`config.mk`:
```
export PLATFORM = sky130hd
export DESIGN_NAME = bcd_calendar
export DESIGN_NICKNAME = d
export VERILOG_FILES = /design/src/rtl/bcd_calendar_pkg.sv /design/src/rtl/cal_regbank.sv /design/src/rtl/cal_counter.sv /design/src/rtl/bcd_calendar.sv
export SDC_FILE = /design/constraint.sdc
export NUM_CORES = 1
export LEC_CHECK = 0
export CORE_MARGIN = 5
export CORE_UTILIZATION = 45
export DETAILED_ROUTE_END_ITERATION = 6
export PLACE_DENSITY = 0.7
export SLEW_MARGIN = 0
export SYNTH_ARGS = -nofsm -noshare
export SYNTH_HDL_FRONTEND = slang
export SYNTH_SLANG_ARGS = --single-unit
```
`constraint.sdc`:
```
create_clock -name clk_i -period 4.4 [get_ports clk_i]
set_clock_uncertainty 0.2 [all_clocks]
set_input_delay 0.44 -clock clk_i [delete_from_list [all_inputs] [get_ports clk_i]]
set_output_delay 0.44 -clock clk_i [all_outputs]
set_load 0.03 [all_outputs]
```
`src/rtl/bcd_calendar_pkg.sv`:
```
package bcd_calendar_pkg;

  localparam int REG_W    = 16;
  localparam int FLAG_BIT = 15;

  localparam int OFS_SEC  = 0;
  localparam int OFS_MIN  = 1;
  localparam int OFS_HOUR = 2;
  localparam int OFS_WDAY = 3;
  localparam int OFS_DAY  = 4;
  localparam int OFS_MON  = 5;
  localparam int OFS_YEAR = 6;
  localparam int OFS_TRIG = 7;  // directly follows the year register
  localparam int OFS_CTRL = 8;

  typedef struct packed {
    logic       leap;
    logic [7:0] year;
    logic [4:0] mon;
    logic [5:0] day;
    logic [2:0] wday;
    logic [5:0] hour;
    logic [6:0] min;
    logic [6:0] sec;
  } cal_time_t;

  localparam cal_time_t CAL_RESET = '{leap: 1'b0, year: 8'h00, mon: 5'h01,
                                      day: 6'h01, wday: 3'd0, hour: 6'h00,
                                      min: 7'h00, sec: 7'h00};

  // Two-digit BCD increment, no wrap handling.
  function automatic logic [7:0] bcd_inc(input logic [7:0] v);
    if (v[3:0] >= 4'd9) return {v[7:4] + 4'd1, 4'd0};
    else                return {v[7:4], v[3:0] + 4'd1};
  endfunction

  // Last day of a BCD month.
  function automatic logic [5:0] month_last(input logic [4:0] m, input logic lp);
    case (m)
      5'h02:                      return lp ? 6'h29 : 6'h28;
      5'h04, 5'h06, 5'h09, 5'h11: return 6'h30;
      default:                    return 6'h31;
    endcase
  endfunction

  // 1970 + y divisible by 4 <=> y mod 4 == 2; y mod 4 = (2*tens + ones) mod 4.
  function automatic logic year_is_leap(input logic [7:0] y);
    logic [4:0] s;
    s = {y[7:4], 1'b0} + {1'b0, y[3:0]};
    return s[1:0] == 2'b10;
  endfunction

endpackage

```
`src/rtl/cal_regbank.sv`:
```
module cal_regbank
  import bcd_calendar_pkg::*;
#(
  parameter int ADDR_W = 4
) (
  input  logic              clk_i,
  input  logic              rst_i,
  input  logic              wr_i,
  input  logic [ADDR_W-1:0] addr_i,
  input  logic [REG_W-1:0]  wdata_i,
  output cal_time_t         staged_o,
  output logic              commit_o,
  output logic              ctrl_24h_o
);

  cal_time_t stg_q;
  logic      commit_q;
  logic      ctrl_q;

  always_ff @(posedge clk_i) begin
    if (rst_i) begin
      stg_q    <= CAL_RESET;
      commit_q <= 1'b0;
      ctrl_q   <= 1'b1;
    end else begin
      commit_q <= wr_i && (addr_i == ADDR_W'(OFS_TRIG)) && wdata_i[FLAG_BIT];
      if (wr_i) begin
        case (addr_i)
          ADDR_W'(OFS_SEC):  stg_q.sec  <= wdata_i[6:0];
          ADDR_W'(OFS_MIN):  stg_q.min  <= wdata_i[6:0];
          ADDR_W'(OFS_HOUR): stg_q.hour <= wdata_i[5:0];
          ADDR_W'(OFS_WDAY): stg_q.wday <= wdata_i[2:0];
          ADDR_W'(OFS_DAY):  stg_q.day  <= wdata_i[5:0];
          ADDR_W'(OFS_MON):  stg_q.mon  <= wdata_i[4:0];
          ADDR_W'(OFS_YEAR): begin
            stg_q.year <= wdata_i[7:0];
            stg_q.leap <= wdata_i[FLAG_BIT];
          end
          ADDR_W'(OFS_CTRL): ctrl_q <= wdata_i[0];
          default: ;
        endcase
      end
    end
  end

  assign staged_o   = stg_q;
  assign commit_o   = commit_q;
  assign ctrl_24h_o = ctrl_q;

endmodule

```
`src/rtl/cal_counter.sv`:
```
module cal_counter
  import bcd_calendar_pkg::*;
(
  input  logic      clk_i,
  input  logic      rst_i,
  input  logic      tick_i,
  input  logic      load_i,
  input  cal_time_t load_val_i,
  output cal_time_t now_o
);

  cal_time_t now_q;
  cal_time_t nxt;
  logic c_min, c_hour, c_day, c_mon, c_year;
  logic [7:0] s8, m8, h8, d8, mo8, y8;

  always_comb begin
    s8  = bcd_inc({1'b0, now_q.sec});
    m8  = bcd_inc({1'b0, now_q.min});
    h8  = bcd_inc({2'b0, now_q.hour});
    d8  = bcd_inc({2'b0, now_q.day});
    mo8 = bcd_inc({3'b0, now_q.mon});
    y8  = bcd_inc(now_q.year);

    c_min  = (now_q.sec == 7'h59);
    c_hour = c_min  && (now_q.min == 7'h59);
    c_day  = c_hour && (now_q.hour == 6'h23);
    c_mon  = c_day  && (now_q.day == month_last(now_q.mon, now_q.leap));
    c_year = c_mon  && (now_q.mon == 5'h12);

    nxt = now_q;
    nxt.sec = c_min ? 7'h00 : s8[6:0];
    if (c_min)  nxt.min  = c_hour ? 7'h00 : m8[6:0];
    if (c_hour) nxt.hour = c_day ? 6'h00 : h8[5:0];
    if (c_day) begin
      nxt.wday = (now_q.wday == 3'd6) ? 3'd0 : now_q.wday + 3'd1;
      nxt.day  = c_mon ? 6'h01 : d8[5:0];
    end
    if (c_mon) nxt.mon = c_year ? 5'h01 : mo8[4:0];
    if (c_year) begin
      nxt.year = (now_q.year == 8'h99) ? 8'h00 : y8;
      nxt.leap = year_is_leap(nxt.year);
    end
  end

  always_ff @(posedge clk_i) begin
    if (rst_i)       now_q <= CAL_RESET;
    else if (load_i) now_q <= load_val_i;
    else if (tick_i) now_q <= nxt;
  end

  assign now_o = now_q;

endmodule

```
`src/rtl/bcd_calendar.sv`:
```
module bcd_calendar
  import bcd_calendar_pkg::*;
#(
  parameter int ADDR_W = 4
) (
  input  logic              clk_i,
  input  logic              rst_i,
  input  logic              tick_i,
  input  logic [ADDR_W-1:0] reg_addr_i,
  input  logic              reg_wr_i,
  input  logic [15:0]       reg_wdata_i,
  output logic [15:0]       reg_rdata_o
);

  cal_time_t staged_q;
  cal_time_t live_q;
  logic      commit_q;
  logic      ctrl_24h;
  logic [REG_W-1:0] rdata_q;

  cal_regbank #(.ADDR_W(ADDR_W)) regs_i (
    .clk_i      (clk_i),
    .rst_i      (rst_i),
    .wr_i       (reg_wr_i),
    .addr_i     (reg_addr_i),
    .wdata_i    (reg_wdata_i),
    .staged_o   (staged_q),
    .commit_o   (commit_q),
    .ctrl_24h_o (ctrl_24h)
  );

  cal_counter cnt_i (
    .clk_i      (clk_i),
    .rst_i      (rst_i),
    .tick_i     (tick_i),
    .load_i     (commit_q),
    .load_val_i (staged_q),
    .now_o      (live_q)
  );

  always_ff @(posedge clk_i) begin
    if (rst_i) begin
      rdata_q <= '0;
    end else begin
      case (reg_addr_i)
        ADDR_W'(OFS_SEC):  rdata_q <= REG_W'(live_q.sec);
        ADDR_W'(OFS_MIN):  rdata_q <= REG_W'(live_q.min);
        ADDR_W'(OFS_HOUR): rdata_q <= REG_W'(live_q.hour);
        ADDR_W'(OFS_WDAY): rdata_q <= REG_W'(live_q.wday);
        ADDR_W'(OFS_DAY):  rdata_q <= REG_W'(live_q.day);
        ADDR_W'(OFS_MON):  rdata_q <= REG_W'(live_q.mon);
        ADDR_W'(OFS_YEAR): rdata_q <= {live_q.leap, 7'b0, live_q.year};
        ADDR_W'(OFS_TRIG): rdata_q <= {commit_q, 15'b0};
        ADDR_W'(OFS_CTRL): rdata_q <= REG_W'(ctrl_24h);
        default:           rdata_q <= '0;
      endcase
    end
  end

  assign reg_rdata_o = rdata_q;

endmodule

```
Yosys cells after proc, flatten, opt, wreduce, memory -nomap -nowiden. Index checks and enable logic that the tools add are counted.

Register bits: 104. Input bits: 24. Output and inout port bits: 16.

Add/sub/neg operators: 14. Magnitude comparators: 6. Equality and inequality tests: 21. Multiplexer cells: 23. Reductions and logical operators: 37.

Operators by type and width (count): case mux 16 bit (9 select lines) (1); two-way mux 43 bit (2); two-way mux 7 bit (5); two-way mux 6 bit (5); adder 4 x 1 -> 4 bit (second input constant) (7); AND reduction 2 bit (14); greater-or-equal comparator 4 bit (second input constant) (6); two-way mux 9 bit (2); == test 4 x 3 -> 1 bit (second input constant) (4); two-way mux 8 bit (2); two-way mux 5 bit (3); nonzero test 3 bit (5); == test 7 bit (second input constant) (2); case mux 6 bit (2 select lines) (1); AND reduction 3 bit (4); nonzero test 2 bit (6); == test 5 x 3 -> 1 bit (second input constant) (2); == test 5 bit (second input constant) (2); adder 3 x 1 -> 3 bit (second input constant) (3); == test 4 x 2 -> 1 bit (second input constant) (2); == test 8 bit (second input constant) (1); == test 6 bit (1); == test 6 bit (second input constant) (1); logical AND 1 bit (6); 13 further kinds (14).

Depth between registers and ports, before layout. Gate-level depths: netlist of run 1.

Word-level depth: 10. Gate-level depth with buffers: 9. Gate-level depth less buffers: 8.

By module. From an unflattened synthesis of run 1, not the netlist that was laid out.

Cell total of the unflattened synthesis: 638. Area total of the unflattened synthesis: 5642.9 sq um.

Modules (own cells, without submodules): cal_counter (times used 1, cells each 389, area each 3072.9 sq um, seq. area each 860.8 sq um); cal_regbank (times used 1, cells each 167, area each 1814.2 sq um, seq. area each 900.9 sq um); bcd_calendar (times used 1, cells each 82, area each 755.7 sq um, seq. area each 180.2 sq um).

Worst setup path after synthesis of run 1. Ideal clock, no wire load.

Path type: flip-flop to flip-flop. From: register cnt_i.now_q (netlist bit cnt_i.now_o[29]). To: register cnt_i.now_q (netlist bit cnt_i.now_o[29]). Arrival time: 2343 ps. Required time: 4116 ps. Path slack: 1773 ps. Stages on the path, launching flop included: 10. Path buffers: 1. Clock period less this slack: 2627 ps. Path through: dfxtp_1 inv_1 ha_1 nor4b_1 mux2i_1 nand2_1 or4_1 buf_2 o21a_1 o31ai_2.

Longest elaborated chain between the ends: 10.

RTL lines: start: declaration (RTL line cal_counter.sv:12) `cal_time_t now_q;`; start signal: assignment (RTL line cal_counter.sv:48) `else if (load_i) now_q <= load_val_i;`; start signal: assignment (RTL line cal_counter.sv:49) `else if (tick_i) now_q <= nxt;`; == test 5 x 3 -> 1 bit (tied with other cells) (RTL line bcd_calendar_pkg.sv:39) `case (m)`; OR reduction 4 bit (RTL line bcd_calendar_pkg.sv:39); case mux 6 bit (2 select lines) (RTL line bcd_calendar_pkg.sv:39); == test 6 bit (RTL line cal_counter.sv:28) `c_mon = c_day && (now_q.day == month_last(now_q.mon, now_q.leap));`; logical AND 1 bit (RTL line cal_counter.sv:28); logical AND 1 bit (RTL line cal_counter.sv:29) `c_year = c_mon && (now_q.mon == 5'h12);`; two-way mux 5 bit (2 in series) (RTL line cal_counter.sv:39) `if (c_mon) nxt.mon = c_year ? 5'h01 : mo8[4:0];`; two-way mux 43 bit (RTL line cal_counter.sv:49); two-way mux 43 bit (RTL line cal_counter.sv:48).

Several ways; a longest one is shown, not always the timed one. The select of a mux whose other input is x is not followed. A chain may end at the register's enable or synchronous reset.

Worst setup path after layout of run 1.
From: register cnt_i.now_q (netlist bit cnt_i.now_o[29]). To: register cnt_i.now_q (netlist bit cnt_i.now_o[24]).

Longest elaborated chain between the ends: 9.

RTL lines: == test 5 x 3 -> 1 bit (tied with other cells) (RTL line bcd_calendar_pkg.sv:39); OR reduction 4 bit (RTL line bcd_calendar_pkg.sv:39); case mux 6 bit (2 select lines) (*) (RTL line bcd_calendar_pkg.sv:39); == test 6 bit (*) (RTL line cal_counter.sv:28); logical AND 1 bit (*) (RTL line cal_counter.sv:28); two-way mux 6 bit (*) (RTL line cal_counter.sv:37) `nxt.day = c_mon ? 6'h01 : d8[5:0];`; two-way mux 9 bit (*) (RTL line cal_counter.sv:35) `if (c_day) begin`; two-way mux 43 bit (*) (RTL line cal_counter.sv:49); two-way mux 43 bit (*) (RTL line cal_counter.sv:48).

Every way passes the cells marked *; elsewhere a longest branch is shown, timed or not. The select of a mux whose other input is x is not followed.

==> metrics.cfg, run 1 <==
[power]
total_power_uw=1784
p_int_uw=1340
pwr-share-seq=0.510
irDropWorstVdd_mv=0.1794
clkPwrFrac=0.412
p_sw_frac=0.2487
combPwrFrac=0.078
p_leak_uw=0.002242
power_density_nw_per_um2=299.1
power.switching_uw=443.8

[drt]
drt_iter0_drc=426
routed_wl_microns=14620
via_per_inst=6.009
drtPass1Iterations=6
wl_per_cell_microns=18.27
antenna_left=0
drc=0
vias=4807

[critical_path]
crit_required_ps=4390
ff2ff_path_depth=8
crit_path_end_kind=flip-flop
path_class=flip-flop to flip-flop
rrSetupSlack_ps=1260
critical_path_arrival_ps=3120
reg2reg_to=cnt_i.now_o[24]
cp-start-kind=flip-flop
cp_max_fo=8
worstSetupStartpoint=cnt_i.now_o[29]
crit_path_end=cnt_i.now_o[24]
regToRegStartpoint=cnt_i.now_o[29]

[yosys]
synth.largest_area_cell=dfxtp_1
avgSynthCellArea_sq_um=8.341
synth-warning-count=0
yosysTopAreaCellShare=0.3593
synth-edff-count=0
synth-seq-cells=97
syn_inst=648
synthArstFlopShare=0
syn_area_sq_um=5405
synth_ff_type=dfxtp_1
ys_seq_area_frac=0.3593
yosysUniqueCellTypes=74
synth.area.top_cells=dfxtp_1 36%, mux2i_1 6.5%, ha_1 6.3%, nor2_1 5.6%, a21oi_1 4.5%

[floorplan]
fp.dieArea_sq_um=14300
core_sq_um=11910
ios=40
initial_utilization=0.4538
die_h_microns=119.6
die_width_microns=119.6
rows=40

[clocking]
post_cts_buffers=0
cts_tree=yes
cts-hold-fix-buffers=0
htree_levels=3
clk_latency_ps=350
cts-root-buf=clkbuf_16
cts_inserted_buffers=9
clk_path_buf_depth=2
cts_sinks=97
cts_resized=0
clkTransAtPathRegs_ps=60

[timing]
period_share=0.7130
drv_slew=0
finalHoldViolCount=0
rsz0062_at_grt=no
timing.fmax_mhz=318.8
slew_headroom=0.2794
tightestPinTransition_ps=1072
final.setup.tns_ps=0
finalHoldWorstSlack_ps=259.3
final-setup-viol-count=0
layout_setup_ws_ps=1263
period_needed_ps=3137

[global_routing]
grt_pass1_vias=4560
grt_pass1_wl_microns=23380
overflow=0
grt_use_total=0.2037
grt_max_degree=57
antenna_found_initial=1

[placed_design]
hpwlAfterDp_microns=10290
place_congestion=0.8710
portBuffers=25
preCtsSetupSlack_ps=1096

[final_layout]
final_common_cell=dfxtp_1
mostFrequentLayoutCells=96 x dfxtp_1, 81 x nor2_1, 58 x nand2_1
n_antenna_cell=0
syn_to_final_growth_pct=10.35
layout.nets=699
nFillCells=1136
drive_gt1_frac=0.06432

[hold_path]
hold_class=flip-flop to flip-flop

[job]
drv_cap=0

[status]
status=finished, final reports clean

==> metrics by stage <==
stage	cell area (sq um)	utilization	instances
2_1_floorplan	5428	-	654
3_3_place_gp	5690	0.4777	784
3_5_place_dp	5690	0.4777	784
4_1_cts	5964	0.5007	800
5_1_grt	5964	0.5007	800
6_report	5964	0.5007	800
==> worst max-delay path, cell delays in order (launching register included) <==
cell and delay, ps:
dfxtp_1 390, inv_1 190, ha_1 280, nor4b_1 330
mux2i_1 280, nand2_1 140, or4_1 710, a311oi_1 380
nor3_1 90
==> cell type report <==
class                      instances  area, sq um  share of cell area
sequential                        97         1943              0.3258
clock buffer                      12        246.5             0.04133
timing repair buffer              31        290.3             0.04867
tap                              147        183.9             0.03084
clock inverter                     4        27.53            0.004615
multi-input combinational        479         3161              0.5299
inverter                          30        112.6             0.01888
==> Yosys cell counts, types with 6 or more instances <==
master,number
buf_1,7
a221oi_1,12
inv_1,28
a21oi_1,49
nand3_1,21
o21ai_0,16
dfxtp_1,97
a22oi_1,10
ha_1,27
o31ai_1,6
mux2i_1,35
buf_4,8
nand4_1,6
nor2_1,81
a211oi_1,16
nand2b_1,10
nor3_1,22
clkbuf_1,31
nand2_1,58
==> power groups by stage <==
stage / Clock [uW] / Sequential [uW] / Combinational (uW)
5_1_grt: 782 / 911 / 150
3_5_place_dp: 0 / 929 / 137
2_1_floorplan: 0 / 920 / 102
6_report: 735 / 909 / 140
4_1_cts: 748 / 909 / 138
3_3_place_gp: 0 / 928 / 134
==> per-layer routing <==
| metal | vias to the layer above | global-route usage | share of wire |
|---|---|---|---|
| li1 | 2329 | - | - |
| met1 | 2311 | 0.2697 | 0.44 |
| met2 | 143 | 0.3351 | 0.49 |
| met3 | 24 | 0.03770 | 0.049 |
| met4 | 0 | 0.06872 | 0.019 |
| met5 | - | 0 | 0 |
==> cells by family (layout without fill, tap and decap cells) <==
kind of cell	count (synthesis)	count (layout)	synth area share
AOI/OAI and AO/OA	156	156	0.1998
xor gates and xnor gates	4	4	0.006483
adders and majority gates	27	27	0.06250
buffers and inverters	78	77	0.06019
DFF	97	97	0.3593
muxes	43	43	0.08982
other	1	7	0.0006938
and+or+nand+nor	242	242	0.2213
==> registers in the layout, summed over array words and instances, names as in the netlist <==
signal	cells
cnt_i.now_o	43
regs_i.commit_o	1
regs_i.staged_o	43
reg_rdata_o	9
regs_i.ctrl_24h_o	1
==> how the worst min path moves through the flow <==
| stage | slack, ps | startpoint | endpoint | cells after the start |
|---|---|---|---|---|
| floorplan | 230 | regs_i.staged_o[42] | regs_i.staged_o[42] | 2 |
| global placement | 240 | regs_i.staged_o[42] | regs_i.staged_o[42] | 2 |
| detailed placement | 250 | regs_i.staged_o[41] | regs_i.staged_o[41] | 2 |
| CTS | 260 | regs_i.staged_o[41] | regs_i.staged_o[41] | 2 |
| global route | 280 | regs_i.staged_o[42] | regs_i.staged_o[42] | 2 |
| finish | 260 | regs_i.staged_o[41] | regs_i.staged_o[41] | 2 |
Power figures use the tool's default switching activity.
==> run 2: changes to the inputs <==
PLACE_DENSITY = 0.72   (was 0.7)
clock period = 2.6 ns   (was 4.4 ns; I/O delays follow)
==> run 2 against run 1 <==
Effect of this change: sequential share of layout area shrank 2.8 points; first-iteration DRC count is 5.2% higher; clock-buffer cell count down 1; die area stayed put; critical path depth grew 1; flip-flop and latch count stayed put; global-route usage is 1.1 points higher; register-to-register slack lost 1300 ps; clock power up 89%; setup slack worse by 1300 ps; final cell count grew 6.4%; critical path type unchanged; critical endpoint is now cnt_i.now_o[29]; largest cell class unchanged; largest power group unchanged.
==> metrics.cfg, run 2 (synthesis results as in run 1) <==
[timing]
period_share=0.9963
slew_headroom=0.5787
layout_setup_ws_ps=9.598
finalHoldWorstSlack_ps=226.5
final-setup-viol-count=0
finalHoldViolCount=0
drv_slew=0
rsz0062_at_grt=yes
period_needed_ps=2590
tightestPinTransition_ps=631.9
timing.fmax_mhz=386.0

[clocking]
cts-hold-fix-buffers=0
cts_tree=yes
clk_path_buf_depth=2
cts_inserted_buffers=9
cts_sinks=97
clkTransAtPathRegs_ps=70
cts-root-buf=clkbuf_16
htree_levels=3
clk_latency_ps=340

[final_layout]
drive_gt1_frac=0.1634
multi_input_area_sq_um=3287
n_antenna_cell=0
syn_to_final_growth_pct=20.95
nFillCells=1059
layout.nets=750
seq_area_sq_um=1948
mostFrequentLayoutCells=92 x dfxtp_1, 81 x nor2_1, 58 x nand2_1
fin_util=0.5488
final_common_cell=dfxtp_1
final_area_sq_um=6538

[drt]
drtPass1Iterations=5
via_per_inst=6.028
antenna_left=0
drt_iter0_drc=448
vias=5130
drc=0
wl_per_cell_microns=18.61
routed_wl_microns=15840

[placed_design]
dpl_cell_area_sq_um=6055
place_congestion=0.8994
hpwlAfterDp_microns=11130
preCtsSetupSlack_ps=-99.34
portBuffers=25

[floorplan]
core_sq_um=11910
fp.dieArea_sq_um=14300
rows=40
initial_utilization=0.4538
die_h_microns=119.6
ios=40
die_width_microns=119.6

[global_routing]
grt_pass1_vias=4855
antenna_found_initial=0
top_usage_layer=met2
grt_use_total=0.2149
overflow=0
met2_usage=0.3528
use_met3=0.03959
use_met1=0.2766
grt_pass1_wl_microns=24850
grt_max_degree=42

[power]
p_leak_uw=0.002543
power_density_nw_per_um2=490.4
total_power_uw=3206
p_int_uw=2420
combPwrFrac=0.087
power.switching_uw=786.2
pwr-share-seq=0.478
irDropWorstVdd_mv=0.3807
clkPwrFrac=0.434
p_sw_frac=0.2452

[critical_path]
critical_path_arrival_ps=2640
cp-start-kind=flip-flop
rrSetupSlack_ps=10
cp_max_fo=8
crit_path_end_kind=flip-flop
crit_required_ps=2650
path_class=flip-flop to flip-flop

[job]
drv_cap=0

[status]
status=finished, final reports clean

[hold_path]
hold_class=input port to flip-flop

run 2: changes by cell type in the layout (fill, tap and decap cells not counted), moves of 3 or more:
cell / delta
ha_4: +3
inv_1: -3
dfxtp_1: -4
ha_1: -3
inv_2: +3
buf_4: +49
dfxtp_2: +4
run 2: layout make-up:
cell class / instances / area share
clock buffers: 11 / 0.03866
clock inverters: 5 / 0.009761
inverters: 30 / 0.01722
multi-input cells: 479 / 0.5028
flip-flops and latches: 97 / 0.2980
well taps: 147 / 0.02813
repair buffers: 82 / 0.1055
run 2: per-layer routing:
layer	part of all wire	wire length, microns
met1	0.42	6640
met2	0.48	7533
met3	0.073	1154
met4	0.032	506
met5	0	0
run 2: final timing paths:
path,from,to,cells after the start
worst max-delay path,cnt_i.now_o[29],cnt_i.now_o[29],9
worst min register to register,regs_i.staged_o[38],regs_i.staged_o[38],2
worst max register to register,cnt_i.now_o[29],cnt_i.now_o[29],9
worst min-delay path,rst_i,regs_i.staged_o[30],2
run 2: worst max-delay path: stages (launching register included):
cell	delay [ps]
dfxtp_1	320
inv_2	90
buf_6	120
ha_1	140
nor2_1	50
o31a_1	280
o211a_1	250
or4_4	630
o21a_1	240
o31ai_2	190
run 2: power groups by stage:
stage	Sequential, uW	Clock [uW]	Combinational (uW)
after global routing	1540	1490	298
after global placement	1560	0	257
final	1530	1390	280
after CTS	1530	1410	268
after detailed placement	1560	0	265
after floorplan	1560	0	172
run 2: repair_timing:
action                                  in CTS  in global routing
pin swaps                                    0                  7
buffers inserted                             1                  4
endpoints found under the setup margin       9                 18
hold endpoints to repair                     0                  0
resized for setup                            3                 24
run 2: stage by stage:
| step | setup TNS (ps) | std cells |
|---|---|---|
| finish | 0 | 851 |
| global route | -544.7 | 851 |
| CTS | 0 | 847 |
| detailed placement | -485.9 | 830 |
| global placement | 0 | 830 |
| floorplan | 0 | 654 |
==> run 3: changes to the inputs <==
MAX_ROUTING_LAYER = met4   (was not set)
==> run 3 against run 2 <==
Effect of this change: wire length down 2.2%; non-clock buffer count up 2; die area unchanged; worst hold slack worse by 82 ps; sequential power about the same; largest cell class unchanged; largest power group unchanged.
==> metrics.cfg, run 3 (synthesis results as in run 1) <==
[placed_design]
dp.cells=831
place_congestion=0.9165
portBuffers=25
hpwlAfterDp_microns=11210

[final_layout]
layout.nets=752
mostFrequentLayoutCells=90 x dfxtp_1, 81 x nor2_1, 58 x nand2_1
drive_gt1_frac=0.1674
syn_to_final_growth_pct=20.83
fin_cells=853
final_common_cell=dfxtp_1

[global_routing]
grt_max_degree=42
grt_pass1_vias=5005
overflow=0
antenna_found_initial=1
grt_pass1_wl_microns=25120
grt_use_total=0.2236

[drt]
routed_wl_microns=15490
antenna_left=0
via_per_inst=6.006
drc=0
vias=5123
wl_per_cell_microns=18.15
drt_iter0_drc=407
drtPass1Iterations=5

[hold_path]
min_to=regs_i.staged_o[33]
hold_class=input port to flip-flop
worstHoldStart=rst_i
hold_depth=2

[critical_path]
cp_max_fo=8
path_class=flip-flop to flip-flop
crit_path_end_kind=flip-flop
regToRegStartpoint=cnt_i.now_o[29]
crit_required_ps=2620
reg2reg_to=cnt_i.now_o[27]
cp-start-kind=flip-flop
rrSetupSlack_ps=30
ff2ff_path_depth=9
critical_path_arrival_ps=2590

[timing]
drv_slew=0
finalHoldViolCount=0
timing.fmax_mhz=389.3
final-setup-viol-count=0
rsz0062_at_grt=yes
period_share=0.9879
period_needed_ps=2568
final.setup.tns_ps=0
tightestPinTransition_ps=532.9
slew_headroom=0.6436

[floorplan]
fp.dieArea_sq_um=14300
die_h_microns=119.6
core_sq_um=11910
initial_utilization=0.4538
die_width_microns=119.6
rows=40
ios=40

[power]
pwr-share-seq=0.501
clkPwrFrac=0.410
power_density_nw_per_um2=468.5
p_int_uw=2309
p_leak_uw=0.002547
power.switching_uw=750.2
irDropWorstVdd_mv=0.5280
combPwrFrac=0.089
p_sw_frac=0.2452

[clocking]
clkTransAtPathRegs_ps=60
clk_path_buf_depth=2
cts-root-buf=clkbuf_16
htree_levels=3
cts-hold-fix-buffers=0
cts_sinks=97
clk_latency_ps=350
cts_tree=yes
cts_inserted_buffers=9

[status]
status=finished, final reports clean

[job]
drv_cap=0

==> run 3: cell count changes in the layout (fill, tap and decap cells not counted), moves of 2 or more <==
cell and change:
clkbuf_1 +2, clkinv_4 -2, dfxtp_1 -2, dfxtp_2 +2
==> run 3: layout make-up <==
cell class,count,area (sq um)
multi-input combinational,479,3306
fill,1083,5380
clock buffer,13,260.3
sequential,97,1951
clock inverter,2,13.76
antenna,1,2.502
tap,147,183.9
inverter,30,112.6
timing repair buffer,84,701.9
==> run 3: worst max path at each step <==
stage,to,startpoint
2_1_floorplan,cnt_i.now_o[29],cnt_i.now_o[29]
3_3_place_gp,cnt_i.now_o[29],cnt_i.now_o[1]
3_5_place_dp,cnt_i.now_o[29],cnt_i.now_o[29]
4_1_cts,cnt_i.now_o[36],cnt_i.now_o[1]
5_1_grt,cnt_i.now_o[27],cnt_i.now_o[29]
6_report,cnt_i.now_o[27],cnt_i.now_o[29]
==> run 3: repair_timing <==
item,in CTS,in global routing
pin swaps,0,9
gates resized for setup,2,32
endpoints found under the setup margin,7,18
buffers inserted,0,6
==> run 3: power by group through the flow <==
stage          logic [uW]  registers [uW]  clock network [uW]
3_5_place_dp          265            1560                   0
3_3_place_gp          258            1560                   0
2_1_floorplan         172            1560                   0
5_1_grt               292            1540                1340
4_1_cts               266            1530                1270
6_report              273            1530                1250
==> run 3: metrics by stage <==
stage | util | setup WS (ps) | cell area [sq um] | hold WS, ps | total power, uW
final | 0.5483 | 31.58 | 6531 | 144.3 | 3060
after global routing | 0.5483 | -37.71 | 6531 | 159.7 | 3167
after CTS | 0.5330 | 15.05 | 6349 | 125.1 | 3070
after detailed placement | 0.5089 | -88.51 | 6062 | 246.7 | 1829
after global placement | 0.5089 | 31.27 | 6062 | 243.7 | 1821
after floorplan | - | 54.19 | 5434 | 179.4 | 1729
==> run 3: critical path: stages, from the launching register on <==
cell	delay [ps]
dfxtp_2	330
inv_2	90
buf_6	120
ha_4	120
nor2_1	40
o31a_1	310
o211a_1	250
or4_4	620
a221oi_1	280
nor3_1	70
==> run 3: routing by layer <==
layer	track usage	vias up	wire length [microns]
li1	-	2436	-
met1	0.2853	2451	6650
met2	0.3549	192	7342
met3	0.02780	44	967
met4	0.1045	0	524
met5	-	-	0
